File: src/rtl/scl_pkg.sv
package scl_pkg;
  typedef enum logic {
    PH_LOW  = 1'b0,
    PH_HIGH = 1'b1
  } phase_e;

  localparam int NUM_DIV  = 2;
  localparam int IDX_LOW  = 0;
  localparam int IDX_HIGH = 1;
endpackage

File: src/rtl/scl_divregs.sv
module scl_divregs #(
  parameter int DIV_W  = 16,
  parameter int ADDR_W = 2,
  parameter int DATA_W = 32
) (
  input  logic                              clk,
  input  logic                              rst,
  input  logic                              lock,
  input  logic                              wr,
  input  logic                              rd,
  input  logic [ADDR_W-1:0]                 addr,
  input  logic [DATA_W-1:0]                 wdata,
  output logic [DATA_W-1:0]                 rdata,
  output logic [scl_pkg::NUM_DIV-1:0][DIV_W-1:0] div_q,
  output logic [scl_pkg::NUM_DIV-1:0][DIV_W-1:0] div_nxt
);
  import scl_pkg::*;

  logic            wr_ok;
  logic [DIV_W-1:0] rd_sel;

  assign wr_ok = wr && !lock;

  for (genvar g = 0; g < NUM_DIV; g++) begin : g_div
    logic hit;
    assign hit = wr_ok && (addr == ADDR_W'(g));
    assign div_nxt[g] = hit ? wdata[DIV_W-1:0] : div_q[g];
    always_ff @(posedge clk) begin
      if (rst) div_q[g] <= '0;
      else     div_q[g] <= div_nxt[g];
    end
  end

  always_comb begin
    rd_sel = '0;
    for (int i = 0; i < NUM_DIV; i++) begin
      if (addr == ADDR_W'(i)) rd_sel = div_q[i];
    end
  end

  always_ff @(posedge clk) begin
    if (rst)     rdata <= '0;
    else if (rd) rdata <= {{(DATA_W-DIV_W){1'b0}}, rd_sel};
  end
endmodule

File: src/rtl/scl_len_latch.sv
module scl_len_latch #(
  parameter int DIV_W  = 16,
  parameter int OFFSET = 5,
  parameter int LEN_W  = DIV_W + 1
) (
  input  logic                                   clk,
  input  logic                                   rst,
  input  logic                                   hold,
  input  logic [scl_pkg::NUM_DIV-1:0][DIV_W-1:0] div_nxt,
  output logic [LEN_W-1:0]                       len_lo,
  output logic [LEN_W-1:0]                       len_hi
);
  import scl_pkg::*;

  localparam logic [LEN_W-1:0] OFS = LEN_W'(OFFSET);

  always_ff @(posedge clk) begin
    if (rst) begin
      len_lo <= OFS;
      len_hi <= OFS;
    end else if (!hold) begin
      len_lo <= LEN_W'(div_nxt[IDX_LOW])  + OFS;
      len_hi <= LEN_W'(div_nxt[IDX_HIGH]) + OFS;
    end
  end
endmodule

File: src/rtl/scl_phase_ctr.sv
module scl_phase_ctr #(
  parameter int LEN_W = 17
) (
  input  logic             clk,
  input  logic             rst,
  input  logic             active,
  input  logic             tick,
  input  logic [LEN_W-1:0] len_lo,
  input  logic [LEN_W-1:0] len_hi,
  output scl_pkg::phase_e  phase_nxt,
  output logic [LEN_W-1:0] cnt,
  output logic [LEN_W-1:0] cur_len
);
  import scl_pkg::*;

  phase_e           phase;
  logic [LEN_W-1:0] cnt_nxt;
  logic             last;

  assign cur_len = (phase == PH_HIGH) ? len_hi : len_lo;
  assign last    = (cnt == cur_len - LEN_W'(1));

  always_comb begin
    cnt_nxt   = cnt;
    phase_nxt = phase;
    if (!active) begin
      cnt_nxt   = '0;
      phase_nxt = PH_LOW;
    end else if (tick) begin
      if (last) begin
        cnt_nxt   = '0;
        phase_nxt = (phase == PH_LOW) ? PH_HIGH : PH_LOW;
      end else begin
        cnt_nxt = cnt + LEN_W'(1);
      end
    end
  end

  always_ff @(posedge clk) begin
    if (rst) begin
      cnt   <= '0;
      phase <= PH_LOW;
    end else begin
      cnt   <= cnt_nxt;
      phase <= phase_nxt;
    end
  end
endmodule

File: src/rtl/scl_wavegen.sv
module scl_wavegen #(
  parameter int DIV_W  = 16,
  parameter int ADDR_W = 2,
  parameter int DATA_W = 32,
  parameter int OFFSET = 5
) (
  input  logic              clk,
  input  logic              rst,
  input  logic              bus_wr,
  input  logic              bus_rd,
  input  logic [ADDR_W-1:0] bus_addr,
  input  logic [DATA_W-1:0] bus_wdata,
  output logic [DATA_W-1:0] bus_rdata,
  input  logic              run_en,
  input  logic              master_mode,
  input  logic              presc_tick,
  output logic              scl_o
);
  import scl_pkg::*;

  localparam int LEN_W = DIV_W + 1;

  logic [NUM_DIV-1:0][DIV_W-1:0] div_q;
  logic [NUM_DIV-1:0][DIV_W-1:0] div_nxt;
  logic [DIV_W-1:0]              div_lo;
  logic [DIV_W-1:0]              div_hi;
  logic [LEN_W-1:0]              len_lo;
  logic [LEN_W-1:0]              len_hi;
  logic [LEN_W-1:0]              cnt;
  logic [LEN_W-1:0]              cur_len;
  logic                          active;
  phase_e                        phase_nxt;

  assign active = run_en && master_mode;
  assign div_lo = div_q[IDX_LOW];
  assign div_hi = div_q[IDX_HIGH];

  scl_divregs #(.DIV_W(DIV_W), .ADDR_W(ADDR_W), .DATA_W(DATA_W)) i_regs (
    .clk(clk), .rst(rst), .lock(run_en), .wr(bus_wr), .rd(bus_rd),
    .addr(bus_addr), .wdata(bus_wdata), .rdata(bus_rdata),
    .div_q(div_q), .div_nxt(div_nxt)
  );

  scl_len_latch #(.DIV_W(DIV_W), .OFFSET(OFFSET), .LEN_W(LEN_W)) i_len (
    .clk(clk), .rst(rst), .hold(run_en), .div_nxt(div_nxt),
    .len_lo(len_lo), .len_hi(len_hi)
  );

  scl_phase_ctr #(.LEN_W(LEN_W)) i_ctr (
    .clk(clk), .rst(rst), .active(active), .tick(presc_tick),
    .len_lo(len_lo), .len_hi(len_hi), .phase_nxt(phase_nxt),
    .cnt(cnt), .cur_len(cur_len)
  );

  always_ff @(posedge clk) begin
    if (rst)          scl_o <= 1'b1;
    else if (!active) scl_o <= 1'b1;
    else              scl_o <= (phase_nxt == PH_HIGH);
  end
endmodule

File: config.mk
export PLATFORM = sky130hd
export DESIGN_NAME = scl_wavegen
export DESIGN_NICKNAME = d
export VERILOG_FILES = /design/src/rtl/scl_pkg.sv /design/src/rtl/scl_divregs.sv /design/src/rtl/scl_len_latch.sv /design/src/rtl/scl_phase_ctr.sv /design/src/rtl/scl_wavegen.sv
export SDC_FILE = /design/constraint.sdc
export NUM_CORES = 1
export LEC_CHECK = 0
export BUFFER_PORTS_ARGS = -buffer_cell sky130_fd_sc_hd__buf_2
export CORE_MARGIN = 10
export CORE_UTILIZATION = 50
export CTS_CLUSTER_DIAMETER = 100
export CTS_CLUSTER_SIZE = 30
export DETAILED_ROUTE_END_ITERATION = 16
export GPL_ROUTABILITY_DRIVEN = 0
export MAX_ROUTING_LAYER = met4
export PLACE_DENSITY = 0.78
export SYNTH_ARGS = -nofsm -noshare
export SYNTH_HDL_FRONTEND = slang
export SYNTH_SLANG_ARGS = --single-unit
File: constraint.sdc
create_clock -name clk -period 5.1 [get_ports clk]
set_input_delay 0.255 -clock clk [delete_from_list [all_inputs] [get_ports clk]]
set_output_delay 0.255 -clock clk [all_outputs]
set_load 0.01 [all_outputs]
==> impl_results.md <==
* Cts hold-fix bufs at 0
* Ys flop type: dfxtp_1
* Tmin final at 3.77 ns
* WHS Endpoint: i_regs.div_q[0]
* Post-Syn Area at 5570 um^2
* Post-layout util at 0.554
* Layout Skew at between 0.01 and 0.015 ns
* GRT Overall Usage at 0.164
* PostCTS Resize Cnt at 0
* Status: finished, final reports clean
* Average wire per standard cell at around 16 um
* Final Worst Setup Slack at 1.33 ns
* Layout cell share with drive strength beyond 1 at 0.139
* Top Layer Used: met4
* Worst slew margin at 0.353
* Max-cap violations at 0
* Wire length on met2 at 6170 um
* Final Hold Slack at 0.180 ns
* Synth unique cells at 57
* Multi-input gate area at 3360 um^2
* Remaining antenna violation count after routing at 0
* Clock buffer depth at 2
* IR drop worst, VDD at 0.189 mV
* Number of global-route vias before repair at 4631
* Total number of vias at 4611
* Post-detailed-routing wire length at 13000 um
* Post-detail-place hpwl at 9600 um
* Final setup fails at 0
* Chip width at 126 um
* CTS tree: yes
* Critical-path top delay cell: dfxtp_1
* Synth Area per Inst at 8.60 um^2
* WHS Path Cells at 3
* RR Startpoint: i_ctr.phase
* CTS Root Cell: clkbuf_8
* Crit path max fanout at 18
* Max-slew violation count at 0
* # DRC at 0
* Fin cells at 818
* Setup_tns at 0 ns
* Max Fclk at between 0.2 and 0.3 GHz
* Cell Int Power at roughly 1.1 mW
* Initial core utilization at 0.512
* # Post-CTS Setup Buffers at 0
* Most used cell, CP: mux2i_1
* Total Power at 1.48 mW
* Critical path required time at 5.41 ns
* Ant diodes at 0
* CP startpoint kind: flop
* Arrival time at the worst endpoint at 4.08 ns
* Placed Area at 5830 um^2
* Pwr/cell area at 245 nW/um^2
* DR pass1 iterations at 5
* Fin crit share at 0.739
* Die Footprint at 15800 um^2
* Sink Count at 101
* Post-route cell area at 6030 um^2
* Final hold vios at 0
* Synth Instances at around 650
* Port Buffers at slightly above 40
* DP Worst Slack at between 1 and 1.5 ns
* Setup CP Type: reg -> reg
* Clk pin slew, worst setup/hold paths at around 0.1 ns
* Reg-to-reg slack, setup at around 1.3 ns
* Seq cells post-synth at approximately 100
* RSZ-0062 raised after global routing: false
* Hold Path Class: in -> reg
* Gate power share at 0.095
* EDFF count, synth at 0
* First-iteration detailed-routing DRC count at between 200 and 250
* Sequential area share after synthesis at 0.363
* Drt via density at 5.64
* Max incr delay on CP at 0.79 ns
* Clock latency at the later pin of the worst-skew pair at 0.37 ns
* Leakage at 2.27 nW
* Crit end category: flop
* I/O pin cnt at 74
* Fillcell total at about 990
* Nets@finish at 718
* Routed wl met3 at 492 um
* Met1 Routed Length at ~6100 um
* Clock power frac at 0.356
* H-tree depth at 3
* Yosys warns at 0
* Share of power burned in registers at 0.550
* Largest net degree at the start of global routing at 85
* TritonCTS Buffers at 9
* Hold_sp: bus_wdata[0]
* Core area at 10900 um^2
* Rows at 38
* Seq. cell area at 2020 um^2
* Grt ovf at 0
* Switching pwr at roughly 380 uW
* Worst R2R Path Depth at 10
* Critical-path cell list: mux2i_1 > ha_1 > nor4b_1 > a31oi_1 > or4_1 > a211oi_1 > o21ai_0 > nor4_4 > buf_4 > mux2i_1
* Switching portion of total power at 0.258
* Die outline height at 126 um
* Tightest Pin Transition at around 0.97 ns
* Global-route wire length before repair at 21800 um
* Initial antenna violation count at 0
* Area Overhead vs Synth at 8.13%
* Dpl cells at 802
* Ys async rst share at 0
* R2R Path End: scl_o
==> area by class of cell <==
cell class,count,share of cell area
Multi-Input combinational cell,510,0.558
Sequential cell,101,0.335
Timing Repair Buffer,48,0.0428
Tap cell,140,0.0291
Clock inverter,5,0.00976
Clock buffer,11,0.0235
Inverter,3,0.00187
==> power groups by stage <==
stage	clock network [mW]	logic [mW]	registers [mW]
floorplan	0	0.111	0.827
global placement	0	0.132	0.829
detailed placement	0	0.137	0.830
CTS	0.533	0.138	0.811
global route	0.572	0.153	0.814
finish	0.525	0.140	0.812
==> cell usage in the layout, fill, tap and decap left out, types with 7 or more instances in the layout <==
| master | synthesis | final |
|---|---|---|
| nand3_1 | 18 | 18 |
| nor3_1 | 30 | 30 |
| buf_2 | 6 | 41 |
| conb_1 | 1 | 16 |
| clkbuf_8 | 0 | 10 |
| buf_4 | 16 | 7 |
| nor2b_1 | 25 | 25 |
| xor2_1 | 30 | 30 |
| mux2_2 | 22 | 22 |
| o22ai_1 | 7 | 7 |
| nor2_1 | 89 | 89 |
| a21oi_1 | 43 | 43 |
| nand2_1 | 43 | 43 |
| nand4_1 | 10 | 10 |
| dfxtp_1 | 101 | 101 |
| mux2i_1 | 58 | 58 |
| xnor2_1 | 33 | 33 |
==> critical path: cells and delay by family (launching register included) <==
kind                       cells  cell delay (ns)
and+or+nand+nor                3             1.13
DFF                            1             0.79
AOI/OAI and AO/OA              3             0.67
muxes                          2             0.56
adders and majority gates      1             0.28
buffers and inverters          1             0.28
==> per-layer routing <==
metal / track usage / vias to the layer above
met1: 0.196 / 2180
met3: 0.0266 / 18
met2: 0.269 / 117
met4: 0.0650 / 0
met5: - / -
li1: - / 2296
==> cell families after synthesis <==
kind of cell,synth area share
AOI/OAI and AO/OA,0.0943
xor gates and xnor gates,0.0990
adders and majority gates,0.00898
buffers and inverters,0.0471
DFF,0.363
muxes,0.151
other,0.000673
and+or+nand+nor,0.237
==> how the worst max path moves through the flow <==
stage / from / to / slack [ns]
floorplan: i_ctr.phase / i_ctr.phase / 1.40
global placement: i_ctr.phase / scl_o / 1.55
detailed placement: i_ctr.phase / scl_o / 1.42
CTS: i_ctr.phase / scl_o / 1.39
global route: i_ctr.phase / scl_o / 1.13
finish: i_ctr.phase / scl_o / 1.33
==> cells in the mapped netlist, drive strengths merged (2+ instances only) <==
library cell  count  area share
mux2i            58        0.10
nand2b            3      0.0034
nor3             30       0.027
nor4b             5      0.0079
clkbuf           25       0.017
xor2             30       0.047
o21ai             6      0.0054
a21oi            43       0.039
a21o              2      0.0027
nor4              6      0.0094
nand3            18       0.016
or4b              4      0.0072
nand3b            4      0.0054
nand2            43       0.029
o31ai             5      0.0067
nor2             89       0.060
nor2b            25       0.028
a31o              2      0.0031
a211oi            3      0.0040
dfxtp           101        0.36
or3b              3      0.0047
and2              2      0.0022
or3               4      0.0045
nor3b             4      0.0054
ha                4      0.0090
buf              24       0.028
mux2             23       0.046
inv               3      0.0020
xnor2            33       0.052
nand4            10       0.011
a2111oi           2      0.0031
a311oi            2      0.0043
a211o             2      0.0031
or4               3      0.0040
and3              6      0.0067
o22ai             7      0.0079
==> registers in the layout, indices dropped and copies added (netlist names) <==
signal,count
i_regs.rdata,16
i_ctr.cnt,17
scl_o,1
i_regs.div_q,32
i_len.len_hi,17
i_ctr.phase,1
i_len.len_lo,17
Note: power is estimated with default switching activity, not from simulation.
